===== src/rtl/flag_scrub_seq.sv =====
module flag_scrub_seq #(
  parameter int ROWS    = 4,
  parameter int COLS    = 4,
  parameter int ROW_W   = 4,
  parameter int COL_W   = 6,
  parameter int MIG_LEN = 64,
  parameter int FLAG_W  = 8,
  parameter int CNT_W   = 8
) (
  input  logic             clk,
  input  logic             rst_n,
  input  logic             start,
  input  logic             mode_guided,
  input  logic [ROW_W-1:0] spare_row,
  output logic             cmd_valid,
  input  logic             cmd_ready,
  output logic [1:0]       cmd_op,
  output logic [ROW_W-1:0] cmd_row,
  output logic [COL_W-1:0] cmd_col,
  input  logic             rd_done,
  input  logic [FLAG_W-1:0] rd_err_flags,
  input  logic             rd_mismatch,
  output logic             busy,
  output logic             done,
  output logic [CNT_W-1:0] transient_cnt,
  output logic [CNT_W-1:0] permanent_cnt
);
  localparam int MIG_W = (MIG_LEN > 1) ? $clog2(MIG_LEN) : 1;
  localparam logic [1:0] OP_ACT = 2'd0, OP_RD = 2'd1, OP_WR = 2'd2, OP_PRE = 2'd3;

  typedef enum logic [3:0] {
    S_IDLE, S_ACT, S_RD, S_WAIT, S_WR, S_MRD, S_MACT, S_MWR, S_PRE, S_PRE2
  } st_t;

  st_t              st;
  logic [ROW_W-1:0] row, spare_q;
  logic [COL_W-1:0] col;
  logic [MIG_W-1:0] mcnt;
  logic             guided_q, reread, migr;

  wire fire     = cmd_valid & cmd_ready;
  wire last_col = col == COL_W'(COLS - 1);
  wire last_row = row == ROW_W'(ROWS - 1);
  wire last_m   = mcnt == MIG_W'(MIG_LEN - 1);
  wire err1     = |rd_err_flags;
  wire persist  = (|rd_err_flags) | rd_mismatch;
  wire advance  = fire & ((st == S_PRE & ~migr) | st == S_PRE2);

  assign busy      = st != S_IDLE;
  assign cmd_valid = st != S_IDLE && st != S_WAIT;
  assign cmd_row   = (st == S_MACT || st == S_MWR || st == S_PRE2) ? spare_q : row;
  assign cmd_col   = (st == S_MRD || st == S_MWR) ? COL_W'(mcnt) :
                     (st == S_RD || st == S_WR) ? col : '0;

  always_comb begin
    case (st)
      S_ACT, S_MACT: cmd_op = OP_ACT;
      S_WR, S_MWR:   cmd_op = OP_WR;
      S_PRE, S_PRE2: cmd_op = OP_PRE;
      default:       cmd_op = OP_RD;
    endcase
  end

  always_ff @(posedge clk) begin
    if (!rst_n) begin
      st <= S_IDLE;
      row <= '0;
      col <= '0;
      mcnt <= '0;
      spare_q <= '0;
      guided_q <= 1'b0;
      reread <= 1'b0;
      migr <= 1'b0;
      done <= 1'b0;
      transient_cnt <= '0;
      permanent_cnt <= '0;
    end else begin
      done <= 1'b0;
      case (st)
        S_IDLE: if (start) begin
          row <= '0;
          col <= '0;
          transient_cnt <= '0;
          permanent_cnt <= '0;
          guided_q <= mode_guided;
          st <= S_ACT;
        end
        S_ACT: if (fire) st <= S_RD;
        S_RD:  if (fire) st <= S_WAIT;
        S_WAIT: if (rd_done) begin
          if (reread) begin
            reread <= 1'b0;
            if (persist) begin
              permanent_cnt <= permanent_cnt + 1'b1;
              spare_q <= spare_row;
              migr <= 1'b1;
              mcnt <= '0;
              st <= S_MRD;
            end else begin
              transient_cnt <= transient_cnt + 1'b1;
              st <= S_PRE;
            end
          end else if (!guided_q || err1) st <= S_WR;
          else st <= S_PRE;
        end
        S_WR: if (fire) begin
          if (guided_q) begin
            reread <= 1'b1;
            st <= S_RD;
          end else st <= S_PRE;
        end
        S_MRD: if (fire) begin
          mcnt <= last_m ? '0 : mcnt + 1'b1;
          if (last_m) st <= S_MACT;
        end
        S_MACT: if (fire) st <= S_MWR;
        S_MWR: if (fire) begin
          mcnt <= last_m ? '0 : mcnt + 1'b1;
          if (last_m) st <= S_PRE;
        end
        S_PRE: if (fire && migr) st <= S_PRE2;
        default: ;
      endcase
      if (advance) begin
        migr <= 1'b0;
        col <= last_col ? '0 : col + 1'b1;
        if (last_col && !last_row) row <= row + 1'b1;
        if (last_col && last_row) begin
          done <= 1'b1;
          st <= S_IDLE;
        end else st <= S_ACT;
      end
    end
  end
endmodule


===== config.mk =====
export PLATFORM = sky130hd
export DESIGN_NAME = flag_scrub_seq
export DESIGN_NICKNAME = d
export VERILOG_FILES = /design/src/rtl/flag_scrub_seq.sv
export SDC_FILE = /design/constraint.sdc
export NUM_CORES = 1
export LEC_CHECK = 0
export ABC_AREA = 1
export BUFFER_PORTS_ARGS = -buffer_cell sky130_fd_sc_hd__buf_2
export CAP_MARGIN = 0
export CELL_PAD_IN_SITES_DETAIL_PLACEMENT = 0
export CELL_PAD_IN_SITES_GLOBAL_PLACEMENT = 1
export CORE_MARGIN = 4
export CORE_UTILIZATION = 24
export DETAILED_ROUTE_END_ITERATION = 6
export PLACE_DENSITY_LB_ADDON = 0.1
export SLEW_MARGIN = 10
export SYNTH_ARGS = -nofsm -noshare
export SYNTH_HDL_FRONTEND = slang
export SYNTH_SLANG_ARGS = --single-unit

===== constraint.sdc =====
create_clock -name clk -period 1.86 [get_ports clk]
set_input_delay 0.186 -clock clk [delete_from_list [all_inputs] [get_ports clk]]
set_output_delay 0.186 -clock clk [all_outputs]
set_load 0.02 [all_outputs]

# Word-level counts from Yosys, hierarchy flattened

Index checks and enable logic that the tools add are counted.

Register bits: 44
Word-level logic and storage cells: 139

Bitwise logic cells: 7
Muxes and demuxes: 50
Reduce and logical (&&, ||, !) cells: 34
Equal/unequal tests: 32
Add/sub/neg operators: 5

Operators by type and width:

| kind                  | count |
|---|---|
| $mux W4               | 21 |
| $mux W6               | 11 |
| $mux W8               | 7 |
| $pmux W4 S9           | 1 |
| $pmux W8 S2           | 2 |
| $ne A3 B3 Y1 const B  | 10 |
| $add A8 B1 Y8 const B | 2 |
| $eq A4 B3 Y1 const B  | 4 |
| $reduce_and A5 Y1     | 3 |
| $ne A2 B2 Y1 const B  | 7 |
| $add A6 B1 Y6 const B | 2 |
| $eq A4 B2 Y1 const B  | 3 |
| $pmux W6 S2           | 1 |
| $reduce_and A12 Y1    | 1 |
| $reduce_bool A10 Y1   | 1 |
| $reduce_bool A2 Y1    | 5 |
| $reduce_or A2 Y1      | 5 |
| $eq A4 B4 Y1 const B  | 2 |
| $reduce_and A4 Y1     | 2 |
| $reduce_or A8 Y1      | 1 |
| $eq A6 B2 Y1 const B  | 1 |
| $eq A6 B6 Y1 const B  | 1 |
| $pmux W2 S3           | 1 |
| $reduce_and A2 Y1     | 3 |
| other kinds (15)      | 31 |

# Depth between registers and ports, before layout

Word-level depth: 7
Gate-level depth with buffers: 12
Gate-level depth less buffers: 11

# Worst setup path before layout

No wires, ideal clock.

Kind: register to output
Start: register st[0]
End: output port cmd_row[1]
Setup slack: 0.258 ns
Data required time: 1.674 ns
Arrival time: 1.416 ns
Stages on the path, launching flop included: 8
Cells stage by stage: dfxtp_1 -> buf_4 -> inv_2 -> nor2_1 -> inv_1 -> o21ai_1 -> nor2_1 -> a21oi_1

Longest elaborated chain between the ends: 4

Ends and longest elaborated chain:

| element                  | RTL line | text |
|---|---|---|
| start: declaration       | 35       | `st_t st;` |
| start signal: assignment | 66       | `st <= S_IDLE;` |
| start signal: assignment | 86       | `st <= S_ACT;` |
| start signal: assignment | 88       | `S_ACT: if (fire) st <= S_RD;` |
| $eq A4 B3 Y1             | 51       | `assign cmd_row = (st == S_MACT \|\| st == S_MWR \|\| st == S_PRE2) ? spare_q : row;` |
| $logic_or A1 B1 Y1       | 51       |  |
| $logic_or A1 B1 Y1 *     | 51       |  |
| $mux W4 *                | 51       |  |
| end: declaration         | 18       | `output logic [ROW_W-1:0] cmd_row,` |

Mark *: on every way between the ends. The rest lies on a longest branch, timed or not.

# Final worst setup path

Start: register st[2]
End: output port cmd_row[1]

The elaborated chain is that of the path after synthesis.

==> metrics.cfg <==
[place]
dpl.hpwl_um = 6184
placed_area_um2 = 3177
gp_congestion = 0.8631
io_buffer_count = 49

[synthesis]
synthTopCellsByCount = nand2_1 (76), nor2_1 (58), dfxtp_1 (44), inv_1 (34), nand3_1 (30)
netlist_top_cells_area = dfxtp_1 (32%), nand2_1 (10%), nor2_1 (8.0%), nand3_1 (5.5%), inv_1 (4.7%)
synthFlopType = dfxtp_1
synth_cell_type_count = 42
syn_nets = 416
netlist_instances = 392
yosysMostFrequentCell = nand2_1
synth-edff-count = 0
netlist_area_um2 = 2719
syn_avg_cell_area_um2 = 6.936
synth_top_area_share = 0.3240
synth_largest_area_cell = dfxtp_1
yosys_warnings = 0
synthArstFlopShare = 0
ys_ff_latch = 44
seq_area_frac_synth = 0.3240

[cts]
cts_tree = built
cts_sinks = 44
clock_path_buffers = 2
htreeDepth = 2
cts_buffers = 5
clock-root-buffer = clkbuf_16
clock_latency_ns = 0.29
path_clk_slew_ns = 0.06
cts-hold-fix-buffers = 0

[critical_path]
crit_fanout = 8
critPathLaunchType = register
r2r-start = st[0]
cp.arrival_ns = 1.56
setup.worst_path.start = st[2]
worstPathRequired_ns = 1.67
cp-end-kind = output port
path_class = reg2out

[die]
die_w_um = 114.4
row_count = 38
dieHeight_um = 114.4
die_area_um2 = 13100
ios = 50
start_util = 0.2476
core_um2 = 10980

[worst_hold_path]
min-delay-start = spare_row[0]
hold_path.class = in2reg

[sta]
holdWs_ns = 0.1179
slew_headroom = 0.7412
fin_crit_sh = 0.9406
setup_viol = 0
fin_crit_ns = 1.749
clock.fmax_mhz = 571.6
hold_viol = 0
slew_violations = 0
timing.setup.tns_ns = 0
fin_worst_skew_ns = 0.004011
worst_pin_slew_ns = 0.3873

[global_routing]
grt_first_pass_wirelength_um = 12820
grt-ovfl-total = 0
grt_pass1_vias = 2627
antenna_found_initial = 0
track_usage = 0.1234
grt_start_max_net_pins = 16

[final_layout]
layout.nets = 480
diodes = 0
drive_above_1_share = 0.2757
syn_to_final_growth_pct = 25.49
fin_area_um2 = 3412

[routing]
drt_wl_total_um = 7898
num_vias = 2700
detail-route-antenna-nets = 0
drtPass1Iterations = 4
viasPerCell = 4.523
drt_iter0_markers = 88
wl_per_cell_um = 13.23
drc_errors = 0

[power_and_ir_drop]
power_density_nw_per_um2 = 1023
total_leakage_power_uw = 0.001451
ir_drop_mv = 0.3263

[run]
cap_violations = 0

[status]
status = completed

-- path summary, 6_finish.rpt --
kind                                    to  slack (ns)  cells after the start
worst min-delay path            spare_q[0]        0.12                      3
worst min register to register  spare_q[1]        0.46                      2
worst max register to register     mcnt[4]        0.12                     10
worst max-delay path            cmd_row[1]        0.11                      7
-- placed cells by master, fill, tap and decap left out, types with 2 or more instances in the layout --
cell / netlist / final
a211oi_1: 3 / 3
a21oi_1: 25 / 25
buf_2: 0 / 48
buf_4: 2 / 13
buf_6: 1 / 2
clkbuf_16: 0 / 5
clkinv_2: 0 / 2
dfxtp_1: 44 / 40
dfxtp_4: 0 / 4
ha_1: 5 / 5
inv_1: 34 / 33
inv_2: 9 / 9
inv_4: 2 / 4
nand2_1: 76 / 74
nand2_2: 8 / 10
nand2_4: 7 / 7
nand3_1: 30 / 30
nand3_4: 3 / 3
nand4_1: 3 / 3
nor2_1: 58 / 56
nor2_2: 5 / 6
nor2_4: 5 / 6
nor3_1: 4 / 4
nor3b_1: 4 / 4
o211ai_1: 2 / 2
o21ai_0: 17 / 16
o21ai_1: 6 / 6
o21bai_1: 3 / 3
o22ai_1: 5 / 5
or2_1: 2 / 2
xnor2_1: 4 / 4
xor2_1: 8 / 8
-- final cells by class --
cell class,instances,area (um^2)
fillers,1209,7571
flip-flops and latches,44,895.9
clock inverters,2,10.01
clock buffers,6,138.9
inverters,47,186.4
well taps,140,175.2
multi-input cells,295,1645
repair buffers,63,360.3
-- report_power, final --
part           total (uW)  switching, uW  internal [uW]  leakage [uW]
registers            1100           88.0           1010      0.000358
logic                1480            993            483       0.00102
clock network         916            385            530     0.0000766
-- flip-flops by register name, indices dropped and copies added (netlist names) --
register,count
row,4
transient_cnt,8
col,6
done,1
guided_q,1
mcnt,6
reread,1
st,4
spare_q,4
migr,1
permanent_cnt,8
-- routing by layer --
metal / global-route usage / part of all wire / vias to the layer above
li1: - / - / 1418
met1: 0.1668 / 0.50 / 1225
met2: 0.1940 / 0.45 / 46
met3: 0.02484 / 0.031 / 11
met4: 0.04513 / 0.022 / 0
met5: 0 / 0 / -
-- repair_timing --
item,CTS,global route
resized for setup,7,16
buffers inserted,0,4
pin swaps,0,3
endpoints found under the setup margin,10,12
-- worst max-delay path, stage by stage (launching register included) --
cell,delay (ns)
dfxtp_4,0.38
inv_4,0.10
nand2_1,0.15
o21ai_4,0.19
buf_6,0.14
nor2_1,0.04
a21oi_1,0.11
buf_4,0.16
-- metrics by stage --
stage                 util  power (uW)  cells  setup slack, ns
finish              0.3107        3489    597           0.1105
global route        0.3107        3737    597         -0.01424
CTS                 0.3042        3438    593         -0.02341
detailed placement  0.2892        2486    585          0.03040
global placement    0.2892        2512    585         -0.07801
floorplan                -        2110    392           0.2585
-- cell families after synthesis --
group / after synthesis / share of synthesized area
simple gates: 208 / 0.3824
fa+ha+maj: 5 / 0.02301
xor+xnor: 12 / 0.03866
buf+inv: 53 / 0.08053
flops: 44 / 0.3240
compound gates: 70 / 0.1514
Power figures use the tool's default switching activity.
